[src/rtl/tsc_pkg.sv]
package tsc_pkg;
  localparam int SIG_W = 16;
  localparam logic [SIG_W-1:0] POLY = 16'h1021;

  typedef logic [SIG_W-1:0] sig_t;

  // one signature shift with a serial input bit
  function automatic sig_t sig_shift(sig_t s, logic b);
    logic fb;
    fb = s[SIG_W-1] ^ b;
    return {s[SIG_W-2:0], 1'b0} ^ (fb ? POLY : '0);
  endfunction

  function automatic sig_t rot_right(sig_t d);
    return {d[0], d[SIG_W-1:1]};
  endfunction

  function automatic sig_t seed_of(int i);
    case (i)
      0: return 16'hACE1;
      1: return 16'h1D0F;
      2: return 16'h7E55;
      3: return 16'hC3A9;
      default: return 16'h5B24;
    endcase
  endfunction

  function automatic sig_t word_of(int i);
    case (i)
      0: return 16'h9A3C;
      1: return 16'h0F5A;
      2: return 16'hE817;
      3: return 16'h36C1;
      default: return 16'hB4D2;
    endcase
  endfunction

  // signature after ncyc canonical task cycles (steps, then ticks)
  function automatic sig_t expect_sig(int set, int ncyc, int steps, int ticks);
    sig_t s;
    sig_t d;
    s = seed_of(set);
    d = word_of(set);
    for (int c = 0; c < ncyc; c++) begin
      for (int k = 0; k < steps; k++) begin
        s = sig_shift(s, d[0]);
        d = rot_right(d);
      end
      for (int k = 0; k < ticks; k++) s = sig_shift(s, 1'b0);
    end
    return s;
  endfunction
endpackage

[src/rtl/tsc_sequencer.sv]
module tsc_sequencer
  import tsc_pkg::*;
#(
  parameter int N_SETS = 5,
  parameter int SET_W  = 3,
  parameter int CYC_W  = 2
) (
  input  logic             clk,
  input  logic             rst_n,
  input  logic             start,
  input  logic [SET_W-1:0] start_sel,
  input  logic [CYC_W-1:0] cyc_cfg,
  input  logic             check,
  input  sig_t             sig,
  input  sig_t             exp_sig,
  output logic             armed,
  output logic [SET_W-1:0] set_idx,
  output logic [CYC_W-1:0] cyc_lim,
  output logic             load,
  output logic [SET_W-1:0] load_set,
  output logic             kick,
  output logic             fail
);
  logic [CYC_W-1:0] cyc_cnt;
  logic             do_start;
  logic             window_end;
  logic [SET_W-1:0] next_set;

  always_comb begin
    do_start   = start && (32'(start_sel) < N_SETS);
    window_end = armed && check && (cyc_cnt == cyc_lim);
    next_set   = (set_idx == SET_W'(N_SETS - 1)) ? '0 : set_idx + 1'b1;
    load       = do_start || window_end;
    load_set   = do_start ? start_sel : next_set;
  end

  always_ff @(posedge clk) begin
    if (!rst_n) begin
      armed   <= 1'b0;
      set_idx <= '0;
      cyc_cnt <= '0;
      cyc_lim <= '0;
      kick    <= 1'b0;
      fail    <= 1'b0;
    end else begin
      kick <= 1'b0;
      if (do_start) begin
        armed   <= 1'b1;
        set_idx <= start_sel;
        cyc_cnt <= '0;
        cyc_lim <= cyc_cfg;
      end else if (window_end) begin
        if (sig == exp_sig) kick <= !fail;
        else                fail <= 1'b1;
        set_idx <= next_set;
        cyc_cnt <= '0;
      end else if (armed && check) begin
        cyc_cnt <= cyc_cnt + 1'b1;
      end
    end
  end
endmodule

[config.mk]
export PLATFORM = sky130hd
export DESIGN_NAME = tsc_sequencer
export DESIGN_NICKNAME = d
export VERILOG_FILES = /design/src/rtl/tsc_pkg.sv /design/src/rtl/tsc_sequencer.sv
export SDC_FILE = /design/constraint.sdc
export NUM_CORES = 1
export LEC_CHECK = 0
export CAP_MARGIN = 20
export CORE_ASPECT_RATIO = 0.75
export CORE_MARGIN = 5
export CORE_UTILIZATION = 36
export CTS_CLUSTER_SIZE = 16
export DETAILED_ROUTE_END_ITERATION = 8
export GPL_ROUTABILITY_DRIVEN = 0
export GPL_TIMING_DRIVEN = 1
export PLACE_DENSITY = 0.85
export SYNTH_ARGS = -nofsm -noshare
export SYNTH_HDL_FRONTEND = slang
export SYNTH_SLANG_ARGS = --single-unit
[constraint.sdc]
create_clock -name clk -period 3.36 [get_ports clk]
set_input_delay 1.008 -clock clk [delete_from_list [all_inputs] [get_ports clk]]
set_output_delay 1.008 -clock clk [all_outputs]
set_load 0.005 [all_outputs]
==> reports/qor.yml <==
status: "completed"
slowest_stage: "clkdlybuf4s50_1"
dpl-instance-area_sq_mm: 0.001295
clk_path_buf_depth: 2
synth-simple-area-share: 0.2103
crit_required_ps: 2350
drive_gt1_frac: 0.1489
area_growth_pct: 89.66
vdd_drop_max_mv: 0.2730
routed-via-count: 784
place_hpwl_um: 2005
cts.sinks: 10
hold_violations: 0
finalCritPeriodShare: 0.9804
diodes: 0
regToRegSetupSlack_ps: 1920
grt.total_usage: 0.1718
slew-limit-headroom: 0.7849
die_area_sq_mm: 0.002942
grt_pass1_vias: 784
layout.nets: 185
synth_mux_area_frac: 0.04278
synth_warnings: 0
vias_per_cell: 4.810
start_util: 0.3923
clock_skew_ps: 0.7420
drtAntennaViolNets: 0
path_max_fanout: 5
drt-initial-drc-count: 7
arrival_ps: 2290
synth.distinct_cells: 24
drcViolationCount: 0
insertion_delay_ps: 270
synth_xor_area_frac: 0.2496
row_count: 13
drv_cap: 0
io_pins: 53
firstDrtPassIters: 2
grt_overflow: 0
yosys.area_share.adder: 0.03565
avgSynthCellArea_sq_um: 8.999
post_synth_inst_count: 78
h-tree-depth: 1
finalPower_uw: 395.0
synth_compound_area_frac: 0.1497
wl_um: 2275
synth_top_family_by_area: "XOR/XNOR gates"
hold_class: "reg -> reg"
slew_violations: 0
setup_ws_ps: 65.83
max_freq_mhz: 303.6
fin_hold_ws_ps: 487.8
grt_max_degree: 8
path_cells: "clkdlybuf4s15_1, nor3b_2, o32a_1, clkdlybuf4s50_1"
worst_setup_path_start_kind: "input port"
final_common_cell: "clkdlybuf4s50_1"
syn_area_sq_um: 701.9
power.density_mw_per_mm2: 296.7
clkSlewWorstSetupHoldPaths_ps: 70
grt_first_pass_wirelength_um: 3532
ys_seq_area_frac: 0.2852
final_area_sq_mm: 0.001331
worstSetupPathType: "in -> out"
cpPeakStageDelay_ps: 470
final.min_clock_period_ps: 3294
wire_per_inst_um: 13.96
tightest_slew_ps: 322.0
cts_inserted_buffers: 3
ys_ff_latch: 10
cts_root_buffer: "clkbuf_4"
pre_cts_ws_ps: -237.8
setup_viol_count_final: 0
cts_tree: "built"
synth.net_count: 121
port_buffers: 52
most-common-layout-cells: "clkdlybuf4s50_1 (47), xnor2_1 (16), dfxtp_1 (10), nand2_1 (8), buf_4 (7)"
cp-end-kind: "output pin"
p_leak_nw: 0.5448
die_y_um: 48.24
chipWidth_um: 60.99
coreArea_sq_mm: 0.001789
antenna_found_initial: 0
-- logic make-up after synthesis --
family	Yosys count
xor gates and xnor gates	20
buffers and inverters	5
DFF	10
AOI/OAI and AO/OA	12
adders and majority gates	2
muxes	2
and+or+nand+nor	27
-- power by group --
part,internal [mW],switching [mW],leakage (nW)
clock,0.0659,0.0441,0.0210
sequential,0.126,0.00704,0.0819
combinational,0.100,0.0522,0.442
-- cells in the mapped netlist --
master / count / area, sq um
xnor2_1: 16 / 140.1
dfxtp_1: 10 / 200.2
nand2_1: 8 / 30.03
inv_1: 5 / 18.77
nor2_1: 5 / 18.77
a21oi_1: 4 / 20.02
nand4_1: 4 / 25.02
xor2_1: 4 / 35.03
nand3_1: 3 / 15.01
ha_1: 2 / 25.02
mux2_4: 2 / 30.03
nor3b_1: 2 / 15.01
o211a_1: 2 / 20.02
a2111oi_2: 1 / 15.01
and4b_1: 1 / 10.01
nand2_4: 1 / 11.26
nor2b_1: 1 / 6.260
nor3_2: 1 / 10.01
nor4_1: 1 / 6.260
o21a_1: 1 / 7.510
o21ai_0: 1 / 5.000
o21ai_4: 1 / 16.27
o32a_1: 1 / 10.01
o32a_2: 1 / 11.26
-- per-stage QoR --
stage               instances  TNS, ps    util
global placement          158   -740.6  0.7238
detailed placement        158   -888.1  0.7238
finish                    163        0  0.7441
floorplan                  78        0       -
CTS                       162        0  0.7406
global route              163   -4.357  0.7441
-- state kept, by name, indices dropped and copies added, names as in the netlist --
name / count
armed: 1
kick: 1
fail: 1
cyc_lim: 2
set_idx: 3
cyc_cnt: 2
-- layer usage --
| layer | up-vias | track usage | part of all wire |
|---|---|---|---|
| met5 | - | 0 | 0 |
| met1 | 362 | 0.1730 | 0.38 |
| met4 | 0 | 0.03463 | 0.013 |
| li1 | 397 | - | - |
| met3 | 4 | 0.06878 | 0.055 |
| met2 | 21 | 0.3412 | 0.55 |
-- worst max-delay path, delay by kind of cell --
kind	cells	cell delay, ps
buf+inv	2	750
compound gates	1	310
simple gates	1	210
-- cell type report --
| cell class | count | area (sq um) |
|---|---|---|
| Tap cell | 22 | 27.53 |
| Clock buffer | 4 | 36.28 |
| Fill cell | 141 | 457.9 |
| Timing Repair Buffer | 59 | 560.5 |
| Multi-Input combinational cell | 63 | 488.0 |
| Sequential cell | 10 | 200.2 |
| Inverter | 5 | 18.77 |
-- worst paths after layout --
kind                            from                      end  cells past startpoint
min                fail$_SDFFE_PN0P_        fail$_SDFFE_PN0P_                      2
max reg2reg  set_idx[0]$_SDFFE_PN0P_  set_idx[2]$_SDFFE_PN0P_                      6
min reg2reg        fail$_SDFFE_PN0P_        fail$_SDFFE_PN0P_                      2
max                            start              load_set[2]                      4
-- repair_timing --
| action | CTS | global route |
|---|---|---|
| setup buffers | 0 | 1 |
| pin swaps | 1 | 1 |
| endpoints found under the setup margin | 4 | 3 |
| resized for setup | 5 | 6 |
| hold buffers | 0 | 0 |
Note: power is estimated with default switching activity, not from simulation.
